--- config.mk ---
export PLATFORM = sky130hd
export DESIGN_NAME = nwp_sram
export DESIGN_NICKNAME = d
export VERILOG_FILES = /design/src/rtl/nwp_sram_pkg.sv /design/src/rtl/nwp_cmd_dec.sv /design/src/rtl/nwp_store.sv /design/src/rtl/nwp_fwd.sv /design/src/rtl/nwp_sram.sv
export SDC_FILE = /design/constraint.sdc
export NUM_CORES = 2
export LEC_CHECK = 0
export BUFFER_PORTS_ARGS = -buffer_cell sky130_fd_sc_hd__buf_2
export CAP_MARGIN = 10
export CORE_ASPECT_RATIO = 2
export CORE_MARGIN = 10
export CORE_UTILIZATION = 36
export CTS_CLUSTER_DIAMETER = 60
export DETAILED_ROUTE_END_ITERATION = 10
export PLACE_DENSITY = 0.49
export SLEW_MARGIN = 20
export SYNTH_ARGS = -nofsm -noshare
export SYNTH_HDL_FRONTEND = slang
export SYNTH_HIERARCHICAL = 1
export SYNTH_SLANG_ARGS = --single-unit
--- constraint.sdc ---
create_clock -name clk -period 3.4 [get_ports clk]
set_clock_uncertainty 0.2 [all_clocks]
set_input_delay 0.68 -clock clk [delete_from_list [all_inputs] [get_ports clk]]
set_output_delay 0.68 -clock clk [all_outputs]
set_load 0.01 [all_outputs]
--- src/rtl/nwp_sram_pkg.sv ---
package nwp_sram_pkg;

  typedef enum logic [1:0] {
    OP_NONE = 2'd0,
    OP_RD   = 2'd1,
    OP_WR   = 2'd2
  } op_e;

  // low two address bits of burst step n from a base
  function automatic logic [1:0] burst_low(input logic [1:0] base,
                                           input logic [1:0] n,
                                           input logic       xor_order);
    return xor_order ? (base ^ n) : (base + n);
  endfunction

endpackage

--- src/rtl/nwp_cmd_dec.sv ---
module nwp_cmd_dec
  import nwp_sram_pkg::*;
#(
  parameter int ADDR_W = 6
) (
  input  logic              clk,
  input  logic              rst_n,
  input  logic              en,
  input  logic              cont,
  input  logic              is_read,
  input  logic              sel_a_n,
  input  logic              sel_b,
  input  logic              sel_c_n,
  input  logic              pwr_down,
  input  logic              ilv_order,
  input  logic [ADDR_W-1:0] addr,
  output op_e               op_q,
  output logic [ADDR_W-1:0] addr_q
);

  logic              selected;
  logic [1:0]        step_q;
  logic [1:0]        step_nx;
  logic [ADDR_W-1:0] base_q;

  assign selected = !sel_a_n && sel_b && !sel_c_n;
  assign step_nx  = step_q + 2'd1;

  // op_q doubles as the burst's operation: a step repeats it unchanged
  always_ff @(posedge clk or negedge rst_n) begin
    if (!rst_n) begin
      op_q   <= OP_NONE;
      addr_q <= '0;
      base_q <= '0;
      step_q <= '0;
    end else if (en) begin
      if (pwr_down) begin
        op_q <= OP_NONE;
      end else if (!cont) begin
        if (selected) begin
          op_q   <= is_read ? OP_RD : OP_WR;
          addr_q <= addr;
          base_q <= addr;
          step_q <= '0;
        end else begin
          op_q <= OP_NONE;
        end
      end else begin
        step_q <= step_nx;
        addr_q <= {base_q[ADDR_W-1:2], burst_low(base_q[1:0], step_nx, ilv_order)};
      end
    end
  end

endmodule

--- src/rtl/nwp_store.sv ---
module nwp_store #(
  parameter int ADDR_W = 6,
  parameter int LANES  = 4,
  parameter int LANE_W = 8
) (
  input  logic                    clk,
  input  logic                    en,
  input  logic                    rd_en,
  input  logic [ADDR_W-1:0]       rd_addr,
  input  logic                    wr_en,
  input  logic [ADDR_W-1:0]       wr_addr,
  input  logic [LANES*LANE_W-1:0] wr_data,
  input  logic [LANES-1:0]        wr_mask,
  output logic [LANES*LANE_W-1:0] rd_data
);

  localparam int DEPTH = 1 << ADDR_W;

  for (genvar g = 0; g < LANES; g++) begin : g_lane
    logic [LANE_W-1:0] mem [DEPTH];
    logic [LANE_W-1:0] rd_q;

    always_ff @(posedge clk) begin
      if (en) begin
        if (wr_en && wr_mask[g]) mem[wr_addr] <= wr_data[g*LANE_W +: LANE_W];
        if (rd_en) rd_q <= mem[rd_addr];
      end
    end

    assign rd_data[g*LANE_W +: LANE_W] = rd_q;
  end

endmodule

--- src/rtl/nwp_fwd.sv ---
module nwp_fwd #(
  parameter int ADDR_W = 6,
  parameter int LANES  = 4,
  parameter int LANE_W = 8
) (
  input  logic                    clk,
  input  logic                    rst_n,
  input  logic                    en,
  input  logic                    wr_en,
  input  logic [ADDR_W-1:0]       wr_addr,
  input  logic [LANES*LANE_W-1:0] wr_data,
  input  logic [LANES-1:0]        wr_mask,
  input  logic [ADDR_W-1:0]       rd_addr,
  input  logic [LANES*LANE_W-1:0] raw,
  output logic [LANES*LANE_W-1:0] merged
);

  logic                    f_vld;
  logic [ADDR_W-1:0]       f_addr;
  logic [LANES*LANE_W-1:0] f_data;
  logic [LANES-1:0]        f_mask;

  // holds the write committed on the same edge the array was read
  always_ff @(posedge clk or negedge rst_n) begin
    if (!rst_n) begin
      f_vld  <= 1'b0;
      f_addr <= '0;
      f_data <= '0;
      f_mask <= '0;
    end else if (en) begin
      f_vld  <= wr_en;
      f_addr <= wr_addr;
      f_data <= wr_data;
      f_mask <= wr_mask;
    end
  end

  always_comb begin
    merged = raw;
    for (int g = 0; g < LANES; g++) begin
      if (f_vld && f_addr == rd_addr && f_mask[g])
        merged[g*LANE_W +: LANE_W] = f_data[g*LANE_W +: LANE_W];
    end
  end

endmodule

--- src/rtl/nwp_sram.sv ---
module nwp_sram
  import nwp_sram_pkg::*;
#(
  parameter int ADDR_W = 6,
  parameter int LANES  = 4,
  parameter int LANE_W = 8
) (
  input  logic                    clk,
  input  logic                    rst_n,
  input  logic                    stall,
  input  logic                    cont,
  input  logic                    is_read,
  input  logic                    sel_a_n,
  input  logic                    sel_b,
  input  logic                    sel_c_n,
  input  logic                    pwr_down,
  input  logic                    ilv_order,
  input  logic                    out_en_n,
  input  logic [ADDR_W-1:0]       addr,
  input  logic [LANES-1:0]        lane_we_n,
  input  logic [LANES*LANE_W-1:0] wdata,
  output logic [LANES*LANE_W-1:0] rdata,
  output logic                    rvalid
);

  localparam int DATA_W = LANES * LANE_W;

  logic              en;
  op_e               s1_op;
  logic [ADDR_W-1:0] s1_addr;
  op_e               s2_op;
  logic [ADDR_W-1:0] s2_addr;
  logic              s2_wr;
  logic [DATA_W-1:0] raw;
  logic [DATA_W-1:0] merged;
  logic [DATA_W-1:0] rdata_q;
  logic              rvld_q;

  assign en    = !stall;
  assign s2_wr = (s2_op == OP_WR);

  nwp_cmd_dec #(.ADDR_W(ADDR_W)) u_dec (
    .clk       (clk),
    .rst_n     (rst_n),
    .en        (en),
    .cont      (cont),
    .is_read   (is_read),
    .sel_a_n   (sel_a_n),
    .sel_b     (sel_b),
    .sel_c_n   (sel_c_n),
    .pwr_down  (pwr_down),
    .ilv_order (ilv_order),
    .addr      (addr),
    .op_q      (s1_op),
    .addr_q    (s1_addr)
  );

  always_ff @(posedge clk or negedge rst_n) begin
    if (!rst_n) begin
      s2_op   <= OP_NONE;
      s2_addr <= '0;
    end else if (en) begin
      s2_op   <= s1_op;
      s2_addr <= s1_addr;
    end
  end

  nwp_store #(.ADDR_W(ADDR_W), .LANES(LANES), .LANE_W(LANE_W)) u_store (
    .clk     (clk),
    .en      (en),
    .rd_en   (s1_op == OP_RD),
    .rd_addr (s1_addr),
    .wr_en   (s2_wr),
    .wr_addr (s2_addr),
    .wr_data (wdata),
    .wr_mask (~lane_we_n),
    .rd_data (raw)
  );

  nwp_fwd #(.ADDR_W(ADDR_W), .LANES(LANES), .LANE_W(LANE_W)) u_fwd (
    .clk     (clk),
    .rst_n   (rst_n),
    .en      (en),
    .wr_en   (s2_wr),
    .wr_addr (s2_addr),
    .wr_data (wdata),
    .wr_mask (~lane_we_n),
    .rd_addr (s2_addr),
    .raw     (raw),
    .merged  (merged)
  );

  always_ff @(posedge clk or negedge rst_n) begin
    if (!rst_n) begin
      rvld_q  <= 1'b0;
      rdata_q <= '0;
    end else if (en) begin
      rvld_q <= (s2_op == OP_RD);
      if (s2_op == OP_RD) rdata_q <= merged;
    end
  end

  assign rdata  = rdata_q;
  assign rvalid = rvld_q && !out_en_n;

endmodule

# After elaboration in Yosys (flattened, before gate mapping)
# Memory sizes are Yosys's and may differ from the RTL's. A register that Yosys moved wholly into a read port is not among the register bits.
# Index checks and enable logic that the tools add are counted.
[word_totals]
regBits = 100
ram_bits = 2048
inputBits = 53
out_inout_bits = 33
mem_count = 4
[memory_table]
columns = ["name", "depth", "word_bits", "rd", "rd_clocked_by_memory_dff", "wr", "line_no", "text"]
rows = [
  ["u_store.g_lane[0].mem", 64, 8, 1, 1, 1, "nwp_store.sv:20", "logic [LANE_W-1:0] mem [DEPTH];"],
  ["u_store.g_lane[1].mem", 64, 8, 1, 1, 1, "nwp_store.sv:20", ""],
  ["u_store.g_lane[2].mem", 64, 8, 1, 1, 1, "nwp_store.sv:20", ""],
  ["u_store.g_lane[3].mem", 64, 8, 1, 1, 1, "nwp_store.sv:20", ""],
]
[classes]
add_sub_neg = 2
eq_ne = 5
n_mux = 25
bitwise_logic = 5
reduce_logical = 21
[op_table]
columns = ["op", "n"]
rows = [
  ["$mux 8", 4],
  ["$mux 2", 7],
  ["$logic_and 1x1->1", 12],
  ["$mux 1", 12],
  ["$mux 6", 2],
  ["$eq 6x6->1", 1],
  ["$reduce_and 2->1", 3],
  ["$eq 2x1->1 const B", 2],
  ["$not 4->4", 1],
  ["$reduce_and 4->1", 1],
  ["$logic_not 1->1", 3],
  ["$not 1->1", 3],
  ["$reduce_and 3->1", 1],
  ["$add 2x1->2 const B", 1],
  ["$add 2x2->2", 1],
  ["$eq 2x2->1 const B", 1],
  ["$ne 2x1->1 const B", 1],
  ["$reduce_bool 2->1", 1],
  ["$xor 2x2->2", 1],
]

# Longest topological paths before layout
[depth]
word_depth = 6
ltp_mapped = 10

# Modules after synthesis
# The synthesis kept the hierarchy.
[modules_own_cells]
columns = ["mod", "n_inst", "cells_each", "area_per_inst_um2"]
rows = [
  ["nwp_store", 1, 3644, 79781.5],
  ["nwp_fwd", 1, 145, 2155.8],
  ["nwp_sram", 1, 95, 1579.0],
  ["nwp_cmd_dec", 1, 63, 837.1],
]

# Worst setup path before layout
# Ideal clock, no wire load.
[synth_path]
kind = "input port to flip-flop"
start = "input port stall"
end = "memory u_store.g_lane[2].mem[12][0], enable pin"
setup_ns = 0.370
arrival_ns = 2.084
required_time_ns = 2.830
setup_slack_ns = 0.746
stages = 6
n_path_buf = 3
cell_sequence = "buf_2 -> inv_1 -> clkbuf_1 -> nand3_1 -> clkbuf_1 -> nor2_1"
[synth_between]
elab_chain_len = 2
[synth_lines]
columns = ["item", "line_no", "text"]
rows = [
  ["start: declaration", "nwp_sram.sv:10", "input logic stall,"],
  ["$mux 1", "nwp_store.sv:24", "if (en) begin"],
  ["$mux 1 (not written as such)", "nwp_store.sv:25", "if (wr_en && wr_mask[g]) mem[wr_addr] <= wr_data[g*LANE_W +: LANE_W];"],
  ["end: declaration", "nwp_store.sv:20", ""],
]
# Every way passes these cells.

# Worst setup path after layout
[layout_path]
start = "register s2_addr[5]"
end = "memory u_store.g_lane[2].mem[4][7], enable pin"
[layout_rtl]
columns = ["item", "line_no", "text"]
rows = [
  ["start: declaration", "nwp_sram.sv:32", "logic [ADDR_W-1:0] s2_addr;"],
  ["start signal: assignment", "nwp_sram.sv:64", "s2_addr <= s1_addr;"],
]
# Straight into the memory's write port.

==> impl_metrics.tcl <==
set metrics [dict create \
    grt_use_total_pct 20.7 \
    synth_mux_area_share_pct 15.9 \
    clk_pin_slew_worst_paths_ns 0.07 \
    avgSynthCellArea_um2 21.4 \
    layout_min_cycle_time_ns 3.31 \
    rows 251 \
    start_kind "register" \
    drt-wirelength-per-cell_um 34.5 \
    vias_per_cell 5.60 \
    ys_seq_elements 2180 \
    worst_slack_ns 0.0907 \
    cp_max_fo 11 \
    cts_tree "done" \
    ys_warn_count 6 \
    grt_antenna_before_repair 19 \
    die-area_um2 255000 \
    ir_drop_uv 380 \
    finalCritPeriodShare_pct 97.3 \
    fin_nets 4610 \
    vias 43400 \
    grt_first_pass_wirelength_um 370000 \
    holdCritPathClass "in2reg" \
    yosys.area_share.xor_xnor_pct 0.0682 \
    fin_area_um2 98500 \
    synth_compound_area_share_pct 2.61 \
    report.final.slew_viol_count 0 \
    slew_headroom_pct 13.9 \
    core-area_um2 233000 \
    ys_async_sr_fraction_pct 4.59 \
    h-tree-depth 4 \
    syn_area_um2 84400 \
    ant_nets 0 \
    drive_gt1_share_pct 33.5 \
    placed_cell_area_um2 92000 \
    place_congestion 0.831 \
    synthSimpleGateAreaFrac_pct 2.93 \
    grt_max_degree 66 \
    synth_adder_area_share_pct 0.0148 \
    die_h_um 705 \
    preCtsSetupSlack_ns -0.113 \
    cellPowerDensity_nw_per_um2 671 \
    fmax_mhz 302 \
    syn_inst 3947 \
    hold_viol_final 0 \
    endpoint_kind "register" \
    cts_made_buffers 193 \
    synth_top_family_by_area "multiplexers" \
    io_buffers 85 \
    syn_to_final_growth_pct 16.7 \
    tightest_slew_ns 1.29 \
    setup_viol 0 \
    start_util_pct 36.2 \
    insertion_delay_ns 0.85 \
    ios 86 \
    p_leak_uw 0.0317 \
    drc 0 \
    path_class "reg2reg" \
    outcome "completed" \
    cp.arrival_ns 3.66 \
    drt_iter0_drc 4432 \
    grt_pass1_vias 45100 \
    syn-num-nets 4001 \
    synth-edff-count 2080 \
    fp.dieW_um 362 \
    wirelength_um 267000 \
    rsz0062_at_grt "yes" \
    gr-total-overflow 0 \
    final_util_pct 42.2 \
    cts_sinks 2180 \
    ys_seq_area_share_pct 77.0 \
    clk_path_buf_depth 4 \
    required_ns 3.76 \
    root_buffer "clkbuf_16" \
    ys.flop_type "edfxtp_1" \
    dr.pass1.iters 6 \
    max_cap_violations 0 \
    hpwl_um 182000 \
    ys_types 59 \
]
[worst paths after layout]
path | from | to | slack [ns] | depth (start not counted)
setup / recovery | s2_addr[5] | u_store/g_lane[2].mem[4][7] | 0.09 | 4
hold / removal | wdata[23] | u_store/g_lane[2].mem[29][7] | 0.05 | 1
setup reg to reg | s2_addr[5] | u_store/g_lane[2].mem[4][7] | 0.09 | 4
hold reg to reg | rdata[22] | rdata[22] | 0.29 | 1
max in group asynchronous | rst_n | u_fwd/f_data[15] | 1.99 | 3
min in group asynchronous | rst_n | u_fwd/f_data[27] | 0.25 | 2
[sequential cells by signal (all words and copies together), names as in the netlist]
signal,count
rdata,32
rvld_q,1
s2_addr,6
s2_op,2
u_dec/addr_q,6
u_dec/base_q,6
u_dec/op_q,2
u_dec/step_q,2
u_fwd/f_addr,6
u_fwd/f_data,32
u_fwd/f_mask,4
u_fwd/f_vld,1
u_store/g_lane.mem,2048
u_store/g_lane.rd_q,32
[cell usage after synthesis (all sizes together) (26+ instances only)]
master / n / area [um^2]
edfxtp: 2080 / 62500
mux4: 508 / 11400
nor2: 275 / 1030
mux2: 140 / 1630
buf: 118 / 813
nand2: 116 / 435
clkbuf: 110 / 413
dfrtp: 100 / 2500
a22oi: 85 / 638
o22ai: 54 / 338
o221ai: 49 / 429
nand3: 38 / 190
mux2i: 31 / 310
a221oi: 30 / 263
and3: 28 / 175
a211oi: 26 / 195
o21ai: 26 / 130
[layer usage]
layer	vias up	track usage, %	share of wire [%]
met5	-	0	0.018
li1	17600	-	-
met3	455	2.41	4.8
met1	23800	23.8	36
met4	8	10.8	6.0
met2	1501	37.5	53
[report_power, final]
| part | switching, uW | internal [uW] |
|---|---|---|
| sequential | 386 | 29800 |
| combinational | 7910 | 5960 |
| clock | 9760 | 12300 |
[layout make-up]
| class | count | area [um^2] |
|---|---|---|
| sequential | 2180 | 65000 |
| multi-input combinational | 1527 | 18200 |
| fill | 20300 | 135000 |
| timing repair buffer | 642 | 5250 |
| antenna | 11 | 27.5 |
| inverter | 12 | 45.0 |
| tap | 3036 | 3800 |
| clock buffer | 247 | 5240 |
| clock inverter | 90 | 927 |
[logic make-up (layout without fill, tap and decap cells)]
logic type / count (synthesis) / after routing
flip-flops: 2180 / 2180
multiplexers: 679 / 679
AND/OR/NAND/NOR: 543 / 543
AO/OA/AOI/OAI: 299 / 299
buffers and inverters: 240 / 991
XOR/XNOR: 5 / 5
adder cells (fa/ha/maj): 1 / 1
other: 0 / 11
[critical path, cell delays in order, from the launching register on]
cell     delay (ns)
dfrtp_1        0.51
nor3_1         0.68
nand2_1        0.89
nor2_1         0.48
buf_4          0.26
[through the flow]
step	cells	hold WS (ns)	TNS, ns	power (uW)
6_report	7745	0.0481	0	66100
5_1_grt	7735	0.0337	-0.371	68100
4_1_cts	7725	0.00525	0	66700
3_5_place_dp	7373	0.274	-0.183	44700
3_3_place_gp	7373	0.262	-0.229	44700
2_1_floorplan	3947	0.184	0	38500
[cells in the final DEF, fill, tap and decap left out, types with 19 or more instances in the layout]
| master | n |
|---|---|
| o221ai_1 | 49 |
| buf_2 | 84 |
| clkinv_2 | 26 |
| buf_4 | 495 |
| clkinv_1 | 35 |
| nand2_1 | 113 |
| nor2_1 | 270 |
| mux2i_1 | 31 |
| a22oi_1 | 85 |
| dfrtp_1 | 95 |
| mux2_2 | 122 |
| bufinv_16 | 19 |
| o22ai_1 | 54 |
| clkbuf_1 | 38 |
| mux4_2 | 508 |
| clkbuf_16 | 197 |
| buf_12 | 48 |
| edfxtp_1 | 2080 |
| and3_1 | 28 |
| nor2b_1 | 22 |
| a211oi_1 | 24 |
| a221oi_1 | 30 |
| nand3_1 | 34 |
| o21ai_0 | 26 |
[what timing repair did]
action,CTS,global route
pin swaps,0,0
endpoints found under the setup margin,2,24
setup buffers,0,9
hold buffers,15,0
resized for setup,2,2
endpoints found under the hold margin,74,0
Power figures use the tool's default switching activity.
